### config.mk
export PLATFORM = sky130hd
export DESIGN_NAME = mod3_serial_detector
export DESIGN_NICKNAME = d
export VERILOG_FILES = /design/src/rtl/mod3_pkg.sv /design/src/rtl/mod3_next.sv /design/src/rtl/mod3_state_reg.sv /design/src/rtl/mod3_light_dec.sv /design/src/rtl/mod3_serial_detector.sv
export SDC_FILE = /design/constraint.sdc
export NUM_CORES = 1
export LEC_CHECK = 0
export CAP_MARGIN = 20
export CORE_AREA = 8 8 45 47
export CTS_CLUSTER_SIZE = 25
export DETAILED_ROUTE_END_ITERATION = 10
export DIE_AREA = 0 0 53 55
export PLACE_DENSITY_LB_ADDON = 0.3
export SLEW_MARGIN = 0
export SYNTH_ARGS = -nofsm -noshare
export SYNTH_HDL_FRONTEND = slang
export SYNTH_SLANG_ARGS = --single-unit
### constraint.sdc
create_clock -name clk -period 1.63 [get_ports clk]
set_input_delay 0.2445 -clock clk [delete_from_list [all_inputs] [get_ports clk]]
set_output_delay 0.2445 -clock clk [all_outputs]
set_load 0.01 [all_outputs]
### src/rtl/mod3_pkg.sv
package mod3_pkg;

    localparam int ST_W = 2;

    typedef enum logic [ST_W-1:0] {
        REM0   = 2'b00,
        REM1   = 2'b01,
        REM2   = 2'b10,
        ST_BAD = 2'b11
    } mod3_st_t;

    typedef struct packed {
        logic vld;
        logic b;
    } serial_in_t;

    // remainder after appending bit b: (2*r + b) mod 3
    function automatic mod3_st_t step(input mod3_st_t cur, input logic b);
        mod3_st_t nxt;
        unique case (cur)
            REM0:    nxt = b ? REM1 : REM0;
            REM1:    nxt = b ? REM0 : REM2;
            REM2:    nxt = b ? REM2 : REM1;
            default: nxt = REM0;
        endcase
        return nxt;
    endfunction

endpackage

### src/rtl/mod3_next.sv
module mod3_next
    import mod3_pkg::*;
(
    input  mod3_st_t cur_st,
    input  logic     in_bit,
    output mod3_st_t nxt_st
);
    always_comb nxt_st = step(cur_st, in_bit);
endmodule

### src/rtl/mod3_state_reg.sv
module mod3_state_reg
    import mod3_pkg::*;
(
    input  logic       clk,
    input  logic       rst,
    input  logic       en,
    input  mod3_st_t   d,
    output mod3_st_t   q
);
    mod3_st_t state_q;

    always_ff @(posedge clk) begin
        if (rst)
            state_q <= REM0;
        else if (en)
            state_q <= d;
    end

    assign q = state_q;


    reset_to_zero_chk: assert property (@(posedge clk) rst |=> (state_q == REM0));
endmodule

### src/rtl/mod3_light_dec.sv
module mod3_light_dec
    import mod3_pkg::*;
(
    input  mod3_st_t st,
    output logic     light
);
    always_comb light = ~st[1] & ~st[0];
endmodule

### src/rtl/mod3_serial_detector.sv
module mod3_serial_detector
    import mod3_pkg::*;
(
    input  logic clk,
    input  logic rst,
    input  logic bit_vld,
    input  logic bit_in,
    output logic light,
    output logic state_s1,
    output logic state_s0
);
    serial_in_t sin;
    mod3_st_t   cur_st;
    mod3_st_t   nxt_st;

    assign sin.vld = bit_vld;
    assign sin.b   = bit_in;

    mod3_next u_next (
        .cur_st (cur_st),
        .in_bit (sin.b),
        .nxt_st (nxt_st)
    );

    mod3_state_reg u_reg (
        .clk (clk),
        .rst (rst),
        .en  (sin.vld),
        .d   (nxt_st),
        .q   (cur_st)
    );

    mod3_light_dec u_dec (
        .st    (cur_st),
        .light (light)
    );

    assign state_s1 = cur_st[1];
    assign state_s0 = cur_st[0];


    from_rem0_chk: assert property (@(posedge clk) disable iff (rst)
        (cur_st == REM0 && bit_vld) |=> ({state_s1, state_s0} == ($past(bit_in) ? 2'b01 : 2'b00)));


    from_rem1_chk: assert property (@(posedge clk) disable iff (rst)
        (cur_st == REM1 && bit_vld) |=> ({state_s1, state_s0} == ($past(bit_in) ? 2'b00 : 2'b10)));


    from_rem2_chk: assert property (@(posedge clk) disable iff (rst)
        (cur_st == REM2 && bit_vld) |=> ({state_s1, state_s0} == ($past(bit_in) ? 2'b10 : 2'b01)));


    bad_code_recover_chk: assert property (@(posedge clk) disable iff (rst)
        (cur_st == ST_BAD && bit_vld) |=> (!state_s1 && !state_s0 && light));
endmodule

Word-level counts from Yosys, hierarchy flattened:

Cells that the tools add are included.

* register bits: 2
* bits in latches: 0
* memory bits (writable): 0
* bits in read-only memories: 0
* output and inout port bits: 3
* memories: 0

* add/sub/neg operators: 0
* $mul: 0
* divide/modulo/power cells: 0
* magnitude comparators: 0
* equal/unequal tests: 2
* shift operators: 0
* multiplexer cells: 4
* bitwise gates (word level): 3
* reduce and logical (&&, ||, !) cells: 1

Operators by type and width (number)
* $pmux 2 s3: 1
* $mux 2: 2
* $eq 2x1->1 const B: 1
* $eq 2x2->1 const B: 1
* $logic_not 2->1: 1
* $not 1->1: 2
* $and 1x1->1: 1
* $mux 1: 1

Logic depth before layout (Yosys ltp):

Gate-level depths: netlist of the first run.

* depth after elaboration: 2
* gate-level depth with buffers: 3
* depth with buffers taken out: 3

Modules after synthesis:

Synthesis of the first run repeated with hierarchy kept, for this count alone.

* cells, all modules: 12
* area total of the unflattened synthesis: 100.1 µm²

Modules (own cells, without submodules)
* mod3_state_reg: instances 1, cells an instance 6, area each 67.6 µm², seq. area each 40.0 µm²
* mod3_next: instances 1, cells an instance 5, area each 28.8 µm², seq. area each 0.0 µm²
* mod3_light_dec: instances 1, cells an instance 1, area each 3.8 µm², seq. area each 0.0 µm²

Worst setup path after synthesis of the first run:

Ideal clock, no wire load.

* path type: reg-to-reg
* start: reg u_reg.state_q[1] (netlist: u_reg.q[1])
* end: reg u_reg.state_q[1] (netlist: u_reg.q[1])
* arrival time: 972 ps
* data required time: 1560 ps
* path slack: 588 ps
* cell stages (with the launch flop): 3
* buffers on the path: 0
* period minus slack after synthesis: 1042 ps
* cell sequence: dfxtp_1 or4b_1 a21oi_1

* cells in the longest elaborated chain, start to end: 2
* elaborated cells between the ends (all ways): 4
* classes of those cells: eq/ne: 2; mux: 1; reduce/logical: 1

RTL lines
* start, declared: line mod3_state_reg.sv:10 `mod3_st_t state_q;`
* start signal, assigned: line mod3_state_reg.sv:14 `state_q <= REM0;`
* start signal, assigned: line mod3_state_reg.sv:16 `state_q <= d;`
* $eq 2x2->1, or another cell as far along: line mod3_pkg.sv:20 `unique case (cur)`
* $pmux 2 s3 (*): line mod3_pkg.sv:20

Mark *: on every way between the ends. The rest lies on a longest branch, timed or not.
A chain may end at the register's enable or synchronous reset.

Final worst setup path of the first run:

* start: reg u_reg.state_q[1] (netlist: u_reg.q[1])
* end: out light

* cells in the longest elaborated chain, start to end: 2

RTL lines
* $not 1->1: line mod3_light_dec.sv:7 `always_comb light = ~st[1] & ~st[0];`
* $and 1x1->1: line mod3_light_dec.sv:7
* end, declared: line mod3_serial_detector.sv:8 `output logic light,`

Every way passes these cells.

==> impl_metrics.py, run 1 <==
metrics = {
    "run_status": {
        "outcome": "finished clean",
    },
    "timing": {
        "maxSlewViolCount": 0,
        "fin_crit_ns": 1.46,
        "setup_viol": 0,
        "min_period_over_period_pct": 89.7,
        "worst_slew_pin_slew_ns": 0.180,
        "fmax_ghz": 0.684,
        "slew_headroom_pct": 88.0,
        "clock_skew_ns": 0.0000148,
        "hold_viol": 0,
        "hold_ws_ns": 0.521,
        "rsz0062_at_grt": "false",
        "tns_ns": 0,
    },
    "clock_tree": {
        "clock_latency_ns": 0.22,
        "cts_buffers": 3,
        "clk_pin_slew_worst_paths_ns": 0.03,
        "cts_resized": 0,
        "holdBufCountCts": 0,
        "cts.sinks": 2,
        "cts_tree": "yes",
        "root_buffer": "clkbuf_4",
        "post_cts_buffers": 0,
        "htreeDepth": 1,
        "cts.path.max_buffers": 2,
    },
    "yosys": {
        "syn_area_per_cell_sq_um": 8.13,
        "yosys_register_bits": 2,
        "synth_cell_types": 10,
        "synth_top_area_share_pct": 41.0,
        "synth_common_cells": "a21oi_1, dfxtp_1",
        "synth-compound-area-share_pct": 15.4,
        "ys.flop_type": "dfxtp_1",
        "synth_edf_count": 0,
        "synth_top_family_by_area": "simple AND/OR/NAND/NOR gates",
        "ys_seq_area_share_pct": 41.0,
        "syn_inst": 12,
        "async_reset_ff_share_pct": 0,
        "synth_fa_ha_area_share_pct": 0,
        "synth_area_sq_um": 97.6,
        "synth_top_cell_by_area": "dfxtp_1",
        "synth_area_leaders": "dfxtp_1, a21oi_1, or4b_1",
        "synth_xor_xnor_area_share_pct": 8.97,
        "syn-num-nets": 16,
        "yosys_warnings": 0,
        "synthSimpleGateAreaFrac_pct": 30.8,
        "synthMuxAreaShare_pct": 0,
    },
    "die": {
        "die_w_um": 53,
        "coreArea_sq_um": 1380,
        "die_area_sq_um": 2920,
        "initial_utilization_pct": 7.05,
        "rows": 14,
        "die-height_um": 55,
        "pin_count": 7,
    },
    "min_path": {
        "hold_end": "u_reg.q[0]$_SDFFE_PP0P_",
        "hp-start": "u_reg.q[0]$_SDFFE_PP0P_",
        "hp-class": "reg2reg",
        "worstHoldPathCells": 2,
    },
    "cells_and_area": {
        "finalCoreUtilization_pct": 14.5,
        "final_cells": 37,
        "n_antenna_cell": 0,
        "syn2layout_area_growth_pct": 105,
        "layout.nets": 27,
        "largest_reg_flops": 2,
        "drive_above_1_share_pct": 14.3,
    },
    "route": {
        "antenna_left": 0,
        "drc": 0,
        "wl_met2_um": 123,
        "wl_met1_um": 117,
        "vias_per_cell": 3.30,
        "wl_met3_um": 68,
        "dr.first_iter.drc_count": 3,
        "drt-total-wl_um": 320,
        "dr.pass1.iters": 2,
        "highest_layer": "met4",
        "wire_per_inst_um": 8.65,
        "via_count": 122,
    },
    "setup_path": {
        "cp_cell_sequence": "nor2_1, clkdlybuf4s50_1",
        "critPathCaptureType": "output port",
        "startpoint_type": "flip-flop",
        "slowest_delay_ns": 0.54,
        "critical_path_class": "reg2out",
        "r2r_start": "u_reg.q[1]$_SDFFE_PP0P_",
        "cp.arrival_ns": 1.22,
        "rr_worst_depth": 2,
        "cpMaxStageDelayCell": "clkdlybuf4s50_1",
        "required_ns": 1.39,
        "cp_max_fo": 5,
        "crit_buf_inv": 1,
        "r2r_slack_ns": 0.55,
        "r2r-end": "u_reg.q[1]$_SDFFE_PP0P_",
        "crit_family": "buffers and inverters",
    },
    "global_route": {
        "grt_pass1_wl_um": 579,
        "grt_max_degree": 7,
        "grt_pass1_vias": 144,
        "antenna_found_initial": 0,
        "overflow": 0,
        "grtUsageTotal_pct": 3.16,
    },
    "placed_design": {
        "place_hpwl_um": 255,
        "dp_cells": 34,
        "port-buffer-count": 6,
        "globalplace.congestion": 0.496,
    },
    "pwr": {
        "ir_drop_mv": 0.274,
        "finalPower_mw": 0.189,
        "p_leak_nw": 0.0708,
        "powerDensity_nw_per_um2": 942,
    },
    "flow_run": {
        "drv_cap": 0,
    },
}
## worst min-delay path: stages, from the launching register on
cell	delay, ns
dfxtp_1	0.34
nand2_1	0.08
a21oi_1	0.05
## final cells by class
class / instances / area, sq um
Clock buffer: 3 / 22.5
Fill cell: 154 / 1180
Inverter: 1 / 3.75
Multi-Input combinational cell: 9 / 53.8
Sequential cell: 2 / 40.0
Tap cell: 16 / 20.0
Timing Repair Buffer: 6 / 60.1
## per-layer routing
metal | up-vias | GRT usage (%)
li1 | 60 | -
met1 | 53 | 1.97
met2 | 7 | 3.91
met3 | 2 | 3.48
met4 | 0 | 5.17
met5 | - | 0
## worst max-delay path by stage
stage,to,cells past startpoint,from,slack (ns)
after floorplan,u_reg.q[1]$_SDFFE_PP0P_,2,u_reg.q[1]$_SDFFE_PP0P_,0.59
after global placement,u_reg.q[1]$_SDFFE_PP0P_,4,bit_vld,0.21
after detailed placement,u_reg.q[1]$_SDFFE_PP0P_,4,bit_vld,0.14
after CTS,light,2,u_reg.q[1]$_SDFFE_PP0P_,0.15
after global routing,light,2,u_reg.q[1]$_SDFFE_PP0P_,0.1
final,light,2,u_reg.q[1]$_SDFFE_PP0P_,0.17
## per-stage QoR
step                setup WS, ns  instance area, sq um
CTS                        0.145                   200
finish                     0.169                   200
global placement           0.211                   178
floorplan                  0.588                  97.6
detailed placement         0.140                   178
global route              0.0951                   200
## power by group
part / internal (mW) / switching (mW) / leakage [nW]
Sequential: 0.0515 / 0.00285 / 0.0163
Combinational: 0.0172 / 0.00901 / 0.0407
Clock: 0.0811 / 0.0269 / 0.0138
## placed cells by master (no fill, tap or decap), types with 2 or more instances in the layout
| master | count |
|---|---|
| a21oi_1 | 2 |
| clkbuf_4 | 3 |
| clkdlybuf4s50_1 | 6 |
| dfxtp_1 | 2 |
## cell families after synthesis
group | after synthesis
flip-flops | 2
buffers and inverters | 1
AND/OR/NAND/NOR | 5
XOR/XNOR | 1
AO/OA/AOI/OAI | 3
Note: power is estimated with default switching activity, not from simulation.
==> inputs of run 2 (changes only) <==
- ABC_AREA: default -> 1
==> impl_metrics.py, run 2 <==
metrics = {
    "global_route": {
        "grt_max_degree": 6,
        "grtUsageTotal_pct": 3.00,
        "overflow": 0,
        "grt_pass1_vias": 129,
        "antenna_found_initial": 0,
        "grt_pass1_wl_um": 496,
    },
    "yosys": {
        "syn-num-nets": 22,
        "ys.flop_type": "dfxtp_1",
        "synth_cell_types": 9,
        "synthSimpleGateAreaFrac_pct": 34.7,
        "synth_fa_ha_area_share_pct": 0,
        "async_reset_ff_share_pct": 0,
        "synth_edf_count": 0,
        "synth_common_cells": "nand2_1, a21oi_2, dfxtp_1, inv_1, inv_2",
        "yosys_warnings": 0,
        "synth_xor_xnor_area_share_pct": 0,
        "synth-compound-area-share_pct": 20.4,
        "syn_inst": 18,
        "synth_area_sq_um": 123,
        "synthMuxAreaShare_pct": 0,
        "yosys_register_bits": 2,
        "synth.most_common_cell": "nand2_1",
        "syn_area_per_cell_sq_um": 6.81,
        "synth_area_leaders": "dfxtp_1, nand2_1, a21oi_2",
        "synth_top_family_by_area": "simple AND/OR/NAND/NOR gates",
        "synth_top_cell_by_area": "dfxtp_1",
        "ys_seq_area_share_pct": 32.7,
        "synth_top_area_share_pct": 32.7,
    },
    "die": {
        "die-height_um": 55,
        "rows": 14,
        "initial_utilization_pct": 8.86,
        "pin_count": 7,
        "coreArea_sq_um": 1380,
        "die_area_sq_um": 2920,
        "die_w_um": 53,
    },
    "clock_tree": {
        "cts.path.max_buffers": 2,
        "root_buffer": "clkbuf_4",
        "htreeDepth": 1,
        "cts_buffers": 3,
        "cts_tree": "yes",
        "clock_latency_ns": 0.22,
        "cts_resized": 0,
        "clk_pin_slew_worst_paths_ns": 0.03,
        "holdBufCountCts": 0,
        "post_cts_buffers": 0,
        "cts.sinks": 2,
    },
    "run_status": {
        "outcome": "finished clean",
    },
    "pwr": {
        "swShare_pct": 24.2,
        "seq_power_share_pct": 27.2,
        "finalPower_mw": 0.209,
        "clockPowerShare_pct": 51.9,
        "powerDensity_nw_per_um2": 926,
        "p_leak_nw": 0.0967,
        "ir_drop_mv": 0.153,
        "p_int_mw": 0.158,
        "pwr-share-comb_pct": 21.0,
        "p_switching_mw": 0.0505,
    },
    "timing": {
        "rsz0062_at_grt": "false",
        "hold_viol": 0,
        "fin_crit_ns": 1.46,
        "layout_setup_ws_ns": 0.165,
        "maxSlewViolCount": 0,
        "tns_ns": 0,
        "setup_viol": 0,
        "min_period_over_period_pct": 89.9,
        "worst_slew_pin_slew_ns": 0.167,
        "clock_skew_ns": 0.00215,
        "slew_headroom_pct": 88.8,
        "fmax_ghz": 0.683,
        "hold_ws_ns": 0.517,
    },
    "setup_path": {
        "cp_max_fo": 5,
        "rr_worst_depth": 4,
        "r2r_start": "u_reg.q[1]$_SDFFE_PP0P_",
        "cp.arrival_ns": 1.22,
        "r2r-end": "u_reg.q[0]$_SDFFE_PP0P_",
        "required_ns": 1.39,
        "critical_path_class": "reg2out",
        "r2r_slack_ns": 0.88,
        "critPathCaptureType": "output port",
        "startpoint_type": "flip-flop",
    },
    "min_path": {
        "hp-class": "reg2reg",
        "worstHoldPathCells": 2,
        "hold_end": "u_reg.q[0]$_SDFFE_PP0P_",
        "hp-start": "u_reg.q[0]$_SDFFE_PP0P_",
    },
    "placed_design": {
        "globalplace.congestion": 0.605,
        "dp_cells": 40,
        "dp_slack_ns": 0.385,
        "port-buffer-count": 6,
        "dpl-instance-area_sq_um": 203,
    },
    "route": {
        "via_count": 136,
        "antenna_left": 0,
        "dr.pass1.iters": 2,
        "drt-total-wl_um": 349,
        "vias_per_cell": 3.16,
        "dr.first_iter.drc_count": 1,
        "wire_per_inst_um": 8.12,
        "drc": 0,
    },
    "cells_and_area": {
        "largest_reg_flops": 2,
        "drive_above_1_share_pct": 33.3,
        "finalCoreUtilization_pct": 16.3,
        "layout.nets": 33,
        "final_cells": 43,
        "stdcell_area_sq_um": 225,
        "n_antenna_cell": 0,
        "syn2layout_area_growth_pct": 83.7,
        "fillCellCount": 159,
        "final_cell_mix": "nand2_1, clkdlybuf4s50_1, clkbuf_4",
    },
    "flow_run": {
        "drv_cap": 0,
    },
}
==> run 2: changes by cell type in the layout (fill, tap and decap cells not counted), moves of 2 or more <==
cell     change
inv_2        +2
nand2_1      +5
a21oi_2      +2
a21oi_1      -2
==> run 2: cell type report <==
cell class | instances | area (sq um) | share of cell area [%]
Multi-Input combinational cell | 12 | 67.6 | 30.0
Inverter | 4 | 15.0 | 6.67
Sequential cell | 2 | 40.0 | 17.8
Clock buffer | 3 | 22.5 | 10.0
Tap cell | 16 | 20.0 | 8.89
Timing Repair Buffer | 6 | 60.1 | 26.7
==> run 2: cell families after synthesis <==
kind of cell | after synthesis
AO/OA/AOI/OAI | 3
buffers and inverters | 4
flip-flops | 2
AND/OR/NAND/NOR | 9
==> run 2: per-layer routing <==
layer	GRT usage, %	share of wire, %
met2	3.91	46
met1	1.67	34
met3	2.41	15
met5	0	0
met4	6.47	4.9
==> run 2: critical path, stage by stage (launching register included) <==
cell and delay (ns):
dfxtp_1 0.33, nor2_1 0.11, clkdlybuf4s50_1 0.55
==> run 2: power groups by stage <==
stage	Combinational (mW)	Clock (mW)	Sequential, mW
4_1_cts	0.0448	0.118	0.0566
6_report	0.0438	0.108	0.0567
3_3_place_gp	0.0451	0	0.0574
3_5_place_dp	0.0445	0	0.0573
2_1_floorplan	0.0183	0	0.0584
5_1_grt	0.0475	0.122	0.0573
==> run 2: worst max-delay path by stage <==
stage | start | endpoint | slack [ns] | cells past startpoint
6_report | u_reg.q[1]$_SDFFE_PP0P_ | light | 0.17 | 2
2_1_floorplan | u_reg.q[1]$_SDFFE_PP0P_ | light | 0.84 | 1
5_1_grt | u_reg.q[1]$_SDFFE_PP0P_ | light | 0.09 | 2
3_5_place_dp | u_reg.q[1]$_SDFFE_PP0P_ | light | 0.38 | 2
4_1_cts | u_reg.q[1]$_SDFFE_PP0P_ | light | 0.14 | 2
3_3_place_gp | u_reg.q[1]$_SDFFE_PP0P_ | light | 0.40 | 2
==> inputs of run 3 (changes only) <==
- CTS_CLUSTER_SIZE: 25 -> default
==> results of run 3 <==
Same layout as run 2: the final DEF is identical, and so are final timing and power.
